[src/rtl/mrx_pkg.sv]
package mrx_pkg;
  typedef struct packed {
    logic shift;   // push one decoded bit
    logic bitVal;  // value of that bit
    logic capture; // copy payload to holding register
    logic clear;   // empty the shift register
  } rxStrobe_t;
endpackage

[src/rtl/mrx_ctrl.sv]
module mrx_ctrl #(
  parameter int NOM_CLKS = 9
) (
  input  logic               clk,
  input  logic               rstN,
  input  logic               rxEn,
  input  logic               rxIn,
  input  logic               flagHit,
  output mrx_pkg::rxStrobe_t strb
);
  localparam int BLANK   = (3 * NOM_CLKS) / 4;
  localparam int CNT_MAX = 2 * NOM_CLKS;
  localparam int CNT_W   = $clog2(CNT_MAX + 1);
  localparam logic [CNT_W-1:0] BLANK_C = CNT_W'(BLANK);
  localparam logic [CNT_W-1:0] MAX_C   = CNT_W'(CNT_MAX);
  localparam logic [CNT_W-1:0] ONE_C   = CNT_W'(1);

  // [0],[1]: synchroniser; [2]: previous level for edge detection
  logic [2:0]       syncQ;
  logic [CNT_W-1:0] sinceEdge;
  logic             edgeSeen;
  logic             accept;

  always_ff @(posedge clk or negedge rstN) begin
    if (!rstN)      syncQ <= '0;
    else if (!rxEn) syncQ <= '0;
    else            syncQ <= {syncQ[1:0], rxIn};
  end

  assign edgeSeen = syncQ[2] ^ syncQ[1];
  assign accept   = rxEn && edgeSeen && (sinceEdge >= BLANK_C);

  always_ff @(posedge clk or negedge rstN) begin
    if (!rstN)                  sinceEdge <= MAX_C;
    else if (!rxEn)             sinceEdge <= MAX_C;
    else if (accept)            sinceEdge <= ONE_C;
    else if (sinceEdge != MAX_C) sinceEdge <= sinceEdge + ONE_C;
  end

  always_comb begin
    strb.shift   = accept;
    strb.bitVal  = syncQ[2];          // level before a falling edge is 1
    strb.capture = rxEn && flagHit;
    strb.clear   = !rxEn || strb.capture;
  end
endmodule

[src/rtl/mrx_dpath.sv]
module mrx_dpath #(
  parameter int                 FLAG_W = 4,
  parameter int                 DATA_W = 8,
  parameter logic [FLAG_W-1:0]  FLAG   = 4'b1010
) (
  input  logic               clk,
  input  logic               rstN,
  input  mrx_pkg::rxStrobe_t strb,
  output logic               flagHit,
  output logic [DATA_W-1:0]  dataOut,
  output logic               newByte
);
  localparam int SR_W = FLAG_W + DATA_W;

  logic [SR_W-1:0] shiftQ;

  always_ff @(posedge clk or negedge rstN) begin
    if (!rstN)            shiftQ <= '0;
    else if (strb.clear)  shiftQ <= '0;
    else if (strb.shift)  shiftQ <= {shiftQ[SR_W-2:0], strb.bitVal};
  end

  assign flagHit = (shiftQ[SR_W-1 -: FLAG_W] == FLAG);

  always_ff @(posedge clk or negedge rstN) begin
    if (!rstN) begin
      dataOut <= '0;
      newByte <= 1'b0;
    end else begin
      newByte <= strb.capture;
      if (strb.capture) dataOut <= shiftQ[DATA_W-1:0];
    end
  end
endmodule

[src/rtl/manchester_frame_rx.sv]
module manchester_frame_rx #(
  parameter int                NOM_CLKS = 9,
  parameter int                FLAG_W   = 4,
  parameter int                DATA_W   = 8,
  parameter logic [FLAG_W-1:0] FLAG     = 4'b1010
) (
  input  logic              clk,
  input  logic              rstN,
  input  logic              rxEn,
  input  logic              rxIn,
  output logic [DATA_W-1:0] dataOut,
  output logic              newByte
);
  mrx_pkg::rxStrobe_t strb;
  logic               flagHit;

  mrx_ctrl #(.NOM_CLKS(NOM_CLKS)) u_ctrl (
    .clk(clk), .rstN(rstN), .rxEn(rxEn), .rxIn(rxIn),
    .flagHit(flagHit), .strb(strb)
  );

  mrx_dpath #(.FLAG_W(FLAG_W), .DATA_W(DATA_W), .FLAG(FLAG)) u_dpath (
    .clk(clk), .rstN(rstN), .strb(strb),
    .flagHit(flagHit), .dataOut(dataOut), .newByte(newByte)
  );
endmodule

[config.mk]
export PLATFORM = sky130hd
export DESIGN_NAME = manchester_frame_rx
export DESIGN_NICKNAME = d
export VERILOG_FILES = /design/src/rtl/mrx_pkg.sv /design/src/rtl/mrx_ctrl.sv /design/src/rtl/mrx_dpath.sv /design/src/rtl/manchester_frame_rx.sv
export SDC_FILE = /design/constraint.sdc
export NUM_CORES = 1
export LEC_CHECK = 0
export ABC_AREA = 1
export BUFFER_PORTS_ARGS = -buffer_cell sky130_fd_sc_hd__buf_2
export CELL_PAD_IN_SITES_DETAIL_PLACEMENT = 0
export CELL_PAD_IN_SITES_GLOBAL_PLACEMENT = 1
export CORE_ASPECT_RATIO = 0.5
export CORE_UTILIZATION = 30
export CTS_BUF_LIST = sky130_fd_sc_hd__clkbuf_16
export DETAILED_ROUTE_END_ITERATION = 10
export PLACE_DENSITY_LB_ADDON = 0.1
export SLEW_MARGIN = 25
export SYNTH_ARGS = -nofsm -noshare
export SYNTH_HDL_FRONTEND = slang
export SYNTH_SLANG_ARGS = --single-unit
[constraint.sdc]
create_clock -name clk -period 1.3 [get_ports clk]
set_input_delay 0.065 -clock clk [delete_from_list [all_inputs] [get_ports clk]]
set_output_delay 0.065 -clock clk [all_outputs]
set_load 0.01 [all_outputs]
# After elaboration in Yosys (flattened, before gate mapping)

Index checks and enable logic that the tools add are counted.

Word-level logic and storage cells: 23
Register bits after elaboration: 29

Order comparisons: 1
Bitwise operators: 1
Reduce and logical (&&, ||, !) cells: 6
Eq/ne operators: 3
Multiplexer cells: 6
$add $sub $neg: 1

Operators by type and width:

| operator                                                                             | number |
|---|---|
| 12-bit 2-to-1 mux                                                                    | 2 |
| 5-bit 2-to-1 mux                                                                     | 3 |
| 5-bit by 1-bit adder with 5-bit output (second input constant)                       | 1 |
| 5-bit by 3-bit greater-or-equal comparator with 1-bit output (second input constant) | 1 |
| 5-bit inequality test (second input constant)                                        | 1 |
| 4-bit == test (second input constant)                                                | 1 |
| 1-bit logical AND                                                                    | 3 |
| 3-bit 2-to-1 mux                                                                     | 1 |
| 3-bit by 1-bit inequality test with 1-bit output (second input constant)             | 1 |
| 2-bit nonzero test                                                                   | 1 |
| 1-bit zero test                                                                      | 1 |
| 1-bit logical OR                                                                     | 1 |
| 1-bit bitwise XOR                                                                    | 1 |

# Longest topological paths before layout

Gate-level depths: netlist of run 1.

Depth in word-level cells: 5
Mapped depth: 8
Mapped depth without buffers: 8

# By module

A second synthesis of run 1 with hierarchy kept.

Cell total of the unflattened synthesis: 153
Area, all modules: 1,316.3 µm²

By module, submodules not included:

| module    | area each (µm²) | times used | cells each |
|---|---|---|---|
| mrx_dpath | 842.1           | 1          | 90 |
| mrx_ctrl  | 474.2           | 1          | 63 |

# Worst setup path before layout of run 1

Ideal clock, no wire load.

Path type: flip-flop to flip-flop
Start: register u_ctrl.sinceEdge[1]
End: register u_dpath.shiftQ[10]
Data required time: 1,183 ps
Data arrival time: 1,249 ps
Cell stages (with the launch flop): 8
Buffers on the path: 1
Path slack: -65 ps
Library setup time: 117 ps
Cell sequence: dfstp_2 ha_1 nand2_1 nand3_2 nand2_4 buf_8 nand3_1 nand2_1

Cells in the longest elaborated chain, start to end: 3

Ends and longest elaborated chain:

| element                                                      | RTL line        | text |
|---|---|---|
| from (decl)                                                  | mrx_ctrl.sv:20  | `logic [CNT_W-1:0] sinceEdge;` |
| from (signal assigned)                                       | mrx_ctrl.sv:37  | `else if (sinceEdge != MAX_C) sinceEdge <= sinceEdge + ONE_C;` |
| 5-bit by 3-bit greater-or-equal comparator with 1-bit output | mrx_ctrl.sv:31  | `assign accept = rxEn && edgeSeen && (sinceEdge >= BLANK_C);` |
| 1-bit logical AND                                            | mrx_ctrl.sv:31  |  |
| 2-bit nonzero test (no line)                                 | --              |  |
| to (signal assigned)                                         | mrx_dpath.sv:20 | `else if (strb.shift) shiftQ <= {shiftQ[SR_W-2:0], strb.bitVal};` |
| to (decl)                                                    | mrx_dpath.sv:15 | `logic [SR_W-1:0] shiftQ;` |

Every way passes these cells.
A chain may end at the register's enable or synchronous reset.

# Final worst setup path of run 1

Start: register u_ctrl.sinceEdge[1]
End: register u_dpath.shiftQ[8]

Same word-level chain as after synthesis.

==> impl_results.md, run 1 <==
- Relative slew slack: 0.729
- CTS Buffer Depth: 2
- Least-Margin Pin Slew: 405 ps
- Final Hold Fails: 0
- Footprint of the multi-input gates: about 640 um^2
- Iteration-0 DRC count of the detailed router: 16
- Ant diodes: 0
- Worst Path Buf+Inv: 1
- Critical Path Max Stage Delay: 560 ps
- Post-Syn Area: between 1000 and 1500 um^2
- Crit. Startpoint: u_ctrl.sinceEdge[1]
- Pwr dens: 1520 nW/um^2
- Reg2reg start: u_ctrl.sinceEdge[1]
- Nets: between 150 and 200
- Critical path's top delay family: flip-flops
- DRC: 0
- Die area: 4740 um^2
- Layout cells sized above 1: 0.371
- # rows: 16
- GR Util All Layers: 0.139
- Gpl congestion: approximately 0.78
- FF+latch count, synth: 29
- Mean Syn Cell Area: roughly 9.4 um^2
- Critical Path Fanout Max: 10
- CTS Sinks: 29
- Die X: between 90 and 100 um
- Initial antenna violation count: 0
- Syn-to-layout area delta: 36.4%
- Synthesis Warnings: 0
- Final WL: 2.80 mm
- Critical path data arrival time: 1500 ps
- Vias per Instance: 4.42
- Final setup fails: 13
- Cell Chain, Critical Path: ha_4, nand2_4, nand3_4, buf_12, nand2_8, nand3_1, nand2_1
- P_leak: 0.965 nW
- CTS root buf: clkbuf_16
- Boundary Pins: 13
- Routed Antenna Nets: 0
- Setup crit end kind: flop
- RSZ-0062 raised after global routing: true
- Worst hold start: rxEn
- Max cap viols: 0
- Final Power: about 2.8 mW
- Register area share after synthesis: 0.545
- Largest net degree at the start of global routing: 30
- Via count: 1,026
- Clock-pin transition on the worst setup and hold timing paths: 50 ps
- Final Max Tran Viols: 0
- Final period util: 1.03
- H-Tree Depth: 2
- Final cell count without fillers: roughly 230
- Placed insts: 219
- Fill cell count: 420
- Vias in the first global route: roughly 1,000
- CTS Buf Count: 5
- Most frequent cells in the layout: nand2_1 (48), dfrtp_1 (27), buf_4 (14)
- Grt ovf: 0
- Outcome: finished, violations left
- Clock latency on the worst-skew pair: 270 ps
- CTS tree: built
- Min cycle time layout: 1340 ps
- Final HPWL DP: 1.84 mm
- Worst setup SP type: flop
- Max VDD drop: 0.517 mV
- Clock skew: approximately 3.3 ps
- Net count after synthesis: about 150
- Seq. cell area: around 730 um^2
- Class of the most critical setup path: reg2reg
- Critical path's slowest cell: dfstp_2
- Drt first pass iters: 4
- Post-synthesis cell count: 142
- Place WS: -131 ps
- Wire length per cell: roughly 12 um
- Worst Path Required: 1460 ps
- Die height: 49.2 um
- Yosys cell types: 22
- First-pass GRT wire length: about 4.8 mm
- Fin worst setup slack: -35.4 ps
- Core area: approximately 4100 um^2
- Port Buffers: 12
- Commonest non-fill, non-tap cell in the layout: nand2_1
- Achievable Freq: between 700 and 800 MHz
- Failing checks: setup timing
- Initial Util: 0.327
- Worst hold path type: in2reg
-- synth_stat cells (all sizes together) --
library cell / count / area, um^2
dfrtp: 27 / 676
nand3: 19 / 130
buf: 2 / 22.5
ha: 2 / 25.0
xnor2: 1 / 8.76
dfstp: 2 / 52.6
o211ai: 2 / 25.0
inv: 9 / 36.3
clkbuf: 1 / 3.75
nor2: 11 / 72.6
nor3: 2 / 10.0
xor2: 1 / 8.76
nand2: 54 / 220
o21ai: 9 / 45.0
-- timing repair --
action / 4_1_cts / 5_1_grt
setup buffers: 0 / 1
pin swaps: 3 / 3
setup endpoints to repair: 15 / 17
hold buffers: 2 / 0
resized for setup: 3 / 9
endpoints found under the hold margin: 28 / 0
cloned: 2 / 0
-- area by class of cell --
cell class	instances	area share
Multi-Input combinational cell	103	0.353
Sequential cell	29	0.399
Timing Repair Buffer	29	0.113
Clock buffer	5	0.0686
Tap cell	54	0.0371
Inverter	9	0.0199
Clock inverter	3	0.00961
-- stage by stage --
stage                     setup TNS, ps  utilization  instance area, um^2  hold WS [ps]
after floorplan                   -19.9            -                 1350          -231
final                              -249        0.446                 1820          79.7
after global placement             -929        0.381                 1560          95.0
after detailed placement          -1300        0.381                 1560          98.5
after global routing              -1350        0.446                 1820          96.3
after CTS                          -368        0.431                 1760          76.6
-- registers in the layout (all words and copies together), names as in the netlist --
signal	cells
u_dpath.shiftQ	12
u_dpath.dataOut	8
u_ctrl.sinceEdge	5
u_ctrl.syncQ	3
u_dpath.newByte	1
-- worst reg2reg max path, stage by stage (launching register included) --
cell and delay (ps):
dfstp_2 560, ha_4 150, nand2_4 50, nand3_4 110
buf_12 120, nand2_8 80, nand3_1 90, nand2_1 50
-- logic make-up after synthesis --
kind of cell	share of synthesized area
buffers and inverters	0.0468
DFF	0.545
adders and majority gates	0.0187
xor gates and xnor gates	0.0131
and+or+nand+nor	0.324
AOI/OAI and AO/OA	0.0524
-- power breakdown --
part	switching, mW	internal [mW]
registers	0.0471	0.962
logic	0.347	0.307
clock network	0.401	0.700
-- worst paths after layout --
check,end,slack [ps],depth (start not counted)
hold reg to reg,u_ctrl.syncQ[1],430,2
setup / recovery,u_dpath.shiftQ[8],-40,7
hold / removal,u_ctrl.syncQ[1],80,3
min in group asynchronous,u_ctrl.syncQ[0],330,3
max in group asynchronous,u_ctrl.sinceEdge[4],660,3
setup reg to reg,u_dpath.shiftQ[8],-40,7
-- layer usage --
metal | vias to the layer above | share of wire | GRT usage
li1 | 528 | - | -
met1 | 473 | 0.49 | 0.178
met2 | 18 | 0.45 | 0.215
met4 | 0 | 0.015 | 0.0564
met5 | - | 0 | 0
met3 | 7 | 0.045 | 0.0467
(Power assumes the default switching activity.)
==> run 2, diff against run 1 <==
--- a/config.mk
+++ b/config.mk
@@ -7,13 +7,10 @@
 export LEC_CHECK = 0
 export ABC_AREA = 1
 export BUFFER_PORTS_ARGS = -buffer_cell sky130_fd_sc_hd__buf_2
-export CELL_PAD_IN_SITES_DETAIL_PLACEMENT = 0
-export CELL_PAD_IN_SITES_GLOBAL_PLACEMENT = 1
 export CORE_ASPECT_RATIO = 0.5
 export CORE_UTILIZATION = 30
 export CTS_BUF_LIST = sky130_fd_sc_hd__clkbuf_16
 export DETAILED_ROUTE_END_ITERATION = 10
-export PLACE_DENSITY_LB_ADDON = 0.1
 export SLEW_MARGIN = 25
 export SYNTH_ARGS = -nofsm -noshare
 export SYNTH_HDL_FRONTEND = slang
==> run 2 against run 1 <==
Effect of this change: the run still ends with setup timing left; first-iteration DRC count rose to 3.1 times the previous value; maximum frequency down 0.95%; sequential cell count unchanged; largest cell class unchanged; highest routed layer unchanged.
==> impl_results.md, run 2 (synthesis gave the netlist of run 1 again) <==
- Max VDD drop: 0.517 mV
- Ant diodes: 0
- RSZ-0062 raised after global routing: true
- Initial antenna violation count: 0
- Die height: 49.2 um
- Layout cells sized above 1: 0.373
- Outcome: finished, violations left
- Final WL: about 2.7 mm
- Via count: 1,020
- GR Util All Layers: 0.131
- Critical path data arrival time: 1510 ps
- Achievable Freq: 742 MHz
- Nets: 182
- CP most frequent cell: nor2_1
- Biggest regs: u_dpath.shiftQ: 12 flops, u_dpath.dataOut: 8 flops, u_ctrl.sinceEdge: 5 flops
- Final setup fails: 16
- Place WS: -118 ps
- Max reg flops: 12
- Wire length per cell: approximately 12 um
- Grt ovf: 0
- Critical Path Max Stage Delay: 570 ps
- Pint: 1.95 mW
- Max cap viols: 0
- Fin worst setup slack: -48.3 ps
- Worst hold path type: in2reg
- Boundary Pins: 13
- Setup TNS: -467 ps
- Relative slew slack: 0.561
- Gpl congestion: roughly 0.75
- Top reg by flops: u_dpath.shiftQ
- Vias per Instance: 4.42
- Fill cell count: 397
- Worst Path Buf+Inv: 1
- Clock-pin transition on the worst setup and hold timing paths: 50 ps
- Core area: between 4000 and 5000 um^2
- Routed Antenna Nets: 0
- Largest net degree at the start of global routing: 30
- First-pass GRT wire length: 4.57 mm
- Critical Path Fanout Max: 3
- Cell Chain, Critical Path: ha_4, buf_4, nand2_1, nor2_2, nand2_2, nor2_1, nor2_1
- Failing checks: setup timing
- Least-Margin Pin Slew: 659 ps
- Commonest non-fill, non-tap cell in the layout: nand2_1
- CTS root buf: clkbuf_16
- Critical path's slowest cell: dfstp_2
- Final HPWL DP: 1.77 mm
- Worst Path Required: 1470 ps
- CTS Buffer Depth: 2
- Iteration-0 DRC count of the detailed router: 50
- Clock latency on the worst-skew pair: 270 ps
- Initial Util: 0.327
- P_leak: 0.949 nW
- Switching part of the total: 0.286
- Pwr dens: 1520 nW/um^2
- Sw Pwr: between 700 and 800 uW
- Final period util: 1.04
- CTS Buf Count: 5
- Min cycle time layout: 1350 ps
- Clock skew: approximately 7 ps
- Final Hold Fails: 0
- Sequential power share: 0.375
- Combinational share of power: 0.227
- Drt first pass iters: 4
- Syn-to-layout area delta: 35.0%
- CTS Sinks: 29
- Worst setup SP type: flop
- Die X: 96.4 um
- Port Buffers: 12
- Die area: 4740 um^2
- # rows: 16
- Final Max Tran Viols: 0
- Clock power frac: 0.399
- DRC: 0
- H-Tree Depth: 2
- Critical path's top delay family: flip-flops
- Most frequent cells in the layout: nand2_1 (44), dfrtp_1 (27), nand3_1 (12), buf_2 (12), buf_4 (12)
- CTS tree: built
- Vias in the first global route: between 900 and 1,000
- Class of the most critical setup path: reg2reg
- Setup crit end kind: flop
-- run 2: repair_timing --
action                                  in CTS  in global routing
hold buffers                                 2                  0
hold endpoints to repair                    28                  0
setup buffers                                0                  1
endpoints found under the setup margin      17                 23
gates resized for setup                      4                 10
gates cloned                                 2                  2
pin swaps                                    3                  5
-- run 2: area by class of cell --
cell class,count,area (um^2),share of cell area
inverter,9,36.3,0.0201
clock inverter,3,17.5,0.00971
tap,54,67.6,0.0374
timing repair buffer,26,170,0.0943
clock buffer,5,125,0.0693
multi-input combinational,105,659,0.365
sequential,29,728,0.404
-- run 2: final timing paths --
path | start | to | slack (ps) | depth (start not counted)
setup / recovery | u_ctrl.sinceEdge[1] | u_ctrl.sinceEdge[2] | -50 | 7
hold / removal | rxEn | u_ctrl.sinceEdge[4] | 40 | 2
setup reg to reg | u_ctrl.sinceEdge[1] | u_ctrl.sinceEdge[2] | -50 | 7
hold reg to reg | u_ctrl.syncQ[0] | u_ctrl.syncQ[1] | 440 | 2
max in group asynchronous | rstN | u_dpath.dataOut[6] | 510 | 2
min in group asynchronous | rstN | u_ctrl.syncQ[1] | 360 | 2
-- run 2: per-layer routing --
| layer | up-vias | share of wire | track usage |
|---|---|---|---|
| met5 | - | 0 | 0 |
| met4 | 0 | 0.012 | 0.0441 |
| met3 | 5 | 0.029 | 0.0421 |
| met2 | 19 | 0.41 | 0.189 |
| met1 | 466 | 0.55 | 0.184 |
| li1 | 530 | - | - |
-- run 2: power by group through the flow --
| stage | Clock, mW | Combinational (mW) | Sequential (mW) |
|---|---|---|---|
| floorplan | 0 | 0.311 | 1.03 |
| global placement | 0 | 0.500 | 1.03 |
| detailed placement | 0 | 0.507 | 1.03 |
| CTS | 1.12 | 0.541 | 1.02 |
| global route | 1.16 | 0.689 | 1.03 |
| finish | 1.09 | 0.621 | 1.02 |
-- run 2: through the flow --
stage	total power [mW]	instance area [um^2]	instances	utilization	hold WS [ps]
CTS	2.68	1750	228	0.428	38.7
global route	2.88	1800	231	0.442	68.7
floorplan	1.34	1350	142	-	-231
detailed placement	1.54	1540	216	0.376	139
global placement	1.53	1540	216	0.376	131
finish	2.74	1800	231	0.442	43.5
==> run 3, diff against run 2 <==
--- a/config.mk
+++ b/config.mk
@@ -7,6 +7,7 @@
 export LEC_CHECK = 0
 export ABC_AREA = 1
 export BUFFER_PORTS_ARGS = -buffer_cell sky130_fd_sc_hd__buf_2
+export CAP_MARGIN = 20
 export CORE_ASPECT_RATIO = 0.5
 export CORE_UTILIZATION = 30
 export CTS_BUF_LIST = sky130_fd_sc_hd__clkbuf_16
@@ -15,3 +16,4 @@
 export SYNTH_ARGS = -nofsm -noshare
 export SYNTH_HDL_FRONTEND = slang
 export SYNTH_SLANG_ARGS = --single-unit
+export TNS_END_PERCENT = 1
==> run 3 against run 2 <==
Effect of this change: the run still ends with setup timing left; global-route usage up 1.0 points; clock-buffer cell count unchanged; non-clock buffer count up 1; highest routed layer unchanged; clock power down 4%; maximum frequency up 0.12%; clock skew down 3.8 ps; sequential power about the same; worst hold slack worse by 24 ps; power down 1.6%.
==> impl_results.md, run 3 (synthesis gave the netlist of run 1 again) <==
- Outcome: finished, violations left
- Failing checks: setup timing
- Worst hold path type: in2reg
- Final Max Tran Viols: 0
- Class of the most critical setup path: reg2reg
- Initial antenna violation count: 0
- End of the critical path: u_ctrl.sinceEdge[1]
- Initial Util: 0.327
- CP most frequent cell: nand2_2
- Layout cells sized above 1: 0.341
- Core area: 4080 um^2
- Fin worst setup slack: -46.6 ps
- DRC: 0
- CTS Sinks: 29
- Gpl congestion: 0.741
- Boundary Pins: 13
- Util after Layout: 0.434
- Critical path data arrival time: about 1600 ps
- Clock latency on the worst-skew pair: 270 ps
- CTS tree: built
- Commonest non-fill, non-tap cell in the layout: nand2_1
- Critical Path Max Stage Delay: 570 ps
- Drt first pass iters: 4
- Die height: 49.2 um
- Critical R2R Capture: u_ctrl.sinceEdge[1]
- Largest net degree at the start of global routing: 30
- Vias per Instance: 4.47
- Achievable Freq: around 740 MHz
- CTS Buf Count: 5
- Max VDD drop: 0.676 mV
- Clock skew: 3.02 ps
- Final Hold Fails: 0
- Max reg flops: 12
- Worst hold start: rxEn
- Reg2reg start: u_ctrl.sinceEdge[1]
- Vias in the first global route: 1,077
- # rows: 16
- Min cycle time layout: 1350 ps
- Via count: between 1,000 and 1,500
- GR Util All Layers: 0.141
- P_leak: between 0.9 and 1 nW
- Worst setup SP type: flop
- CTS Buffer Depth: 2
- Setup crit end kind: flop
- Cell Chain, Critical Path: ha_4, buf_4, nand2_2, nor2_2, nand2_2, o211ai_2, inv_2
- Relative slew slack: 0.594
- CTS root buf: clkbuf_16
- Setup TNS: -258 ps
- Max cap viols: 0
- Final hold slack: about 19 ps
- Clock-pin transition on the worst setup and hold timing paths: 50 ps
- Final period util: 1.04
- Routed Antenna Nets: 0
- Ant diodes: 0
- Top reg by flops: u_dpath.shiftQ
- Iteration-0 DRC count of the detailed router: between 60 and 70
- Most frequent cells in the layout: nand2_1 (48), dfrtp_1 (27), buf_4 (13)
- First-pass GRT wire length: roughly 5 mm
- Hold Path Depth: 2
- Final HPWL DP: 1.79 mm
- Critical path's slowest cell: dfstp_2
- Syn-to-layout area delta: 32.8%
- Worst reg2reg setup slack: -50 ps
- Cells on worst reg2reg path: 7
- Crit. Startpoint: u_ctrl.sinceEdge[1]
- Critical Path Fanout Max: 3
- H-Tree Depth: 2
- Grt ovf: 0
- Final Power: 2.69 mW
- Wire length per cell: approximately 12 um
- Final WL: 2.66 mm
- Nets: 181
- Port Buffers: 12
- RSZ-0062 raised after global routing: true
- Placed cell area: 1550 um^2
- Die area: 4740 um^2
- Die X: roughly 96 um
- Least-Margin Pin Slew: 609 ps
- Biggest regs: u_dpath.shiftQ: 12 flops, u_dpath.dataOut: 8 flops, u_ctrl.sinceEdge: 5 flops
- Worst Path Required: 1500 ps
- Final setup fails: 10
- Pwr dens: roughly 1500 nW/um^2
- Design Area, Final: 1770 um^2
## run 3: what timing repair did
item	CTS	global route
setup buffers	0	0
hold endpoints to repair	28	0
hold buffers	2	0
gates cloned	2	0
setup endpoints to repair	16	25
pin swaps	5	6
gates resized for setup	5	4
## run 3: worst min path at each step
stage,to
6_report,u_ctrl.sinceEdge[4]
4_1_cts,u_ctrl.sinceEdge[4]
2_1_floorplan,u_ctrl.sinceEdge[0]
5_1_grt,u_ctrl.sinceEdge[4]
3_3_place_gp,u_dpath.shiftQ[10]
3_5_place_dp,u_ctrl.syncQ[0]
## run 3: per-layer routing
| layer | GRT usage | routed length, um |
|---|---|---|
| met1 | 0.182 | 1280 |
| met2 | 0.214 | 1230 |
| met3 | 0.0514 | 121 |
| met4 | 0.0588 | 22 |
| met5 | 0 | 0 |
## run 3: metrics by stage
step | std cells | worst slack (ps)
6_report | 230 | -46.6
5_1_grt | 230 | -120
4_1_cts | 230 | -68.2
3_5_place_dp | 218 | -111
3_3_place_gp | 218 | -60.4
2_1_floorplan | 142 | -10.2
## run 3: power by group
group / leakage, nW / switching (mW) / internal (mW) / total, mW
sequential: 0.395 / 0.0444 / 0.963 / 1.01
combinational: 0.477 / 0.336 / 0.295 / 0.631
clock: 0.0687 / 0.365 / 0.688 / 1.05
total: 0.940 / 0.746 / 1.95 / 2.69
## run 3: cell type report
cell class | count | area (um^2)
Timing Repair Buffer | 27 | 178
Tap cell | 54 | 67.6
Clock inverter | 3 | 12.5
Multi-Input combinational cell | 103 | 627
Clock buffer | 5 | 125
Sequential cell | 29 | 728
Inverter | 9 | 36.3
Fill cell | 416 | 2310
## run 3: worst max-delay path: cells and delay by family, from the launching register on
| kind | cells | cell delay [ps] |
|---|---|---|
| AND/OR/NAND/NOR | 3 | 220 |
| buffers and inverters | 2 | 150 |
| flip-flops | 1 | 570 |
| adder cells (fa/ha/maj) | 1 | 150 |
| AO/OA/AOI/OAI | 1 | 180 |
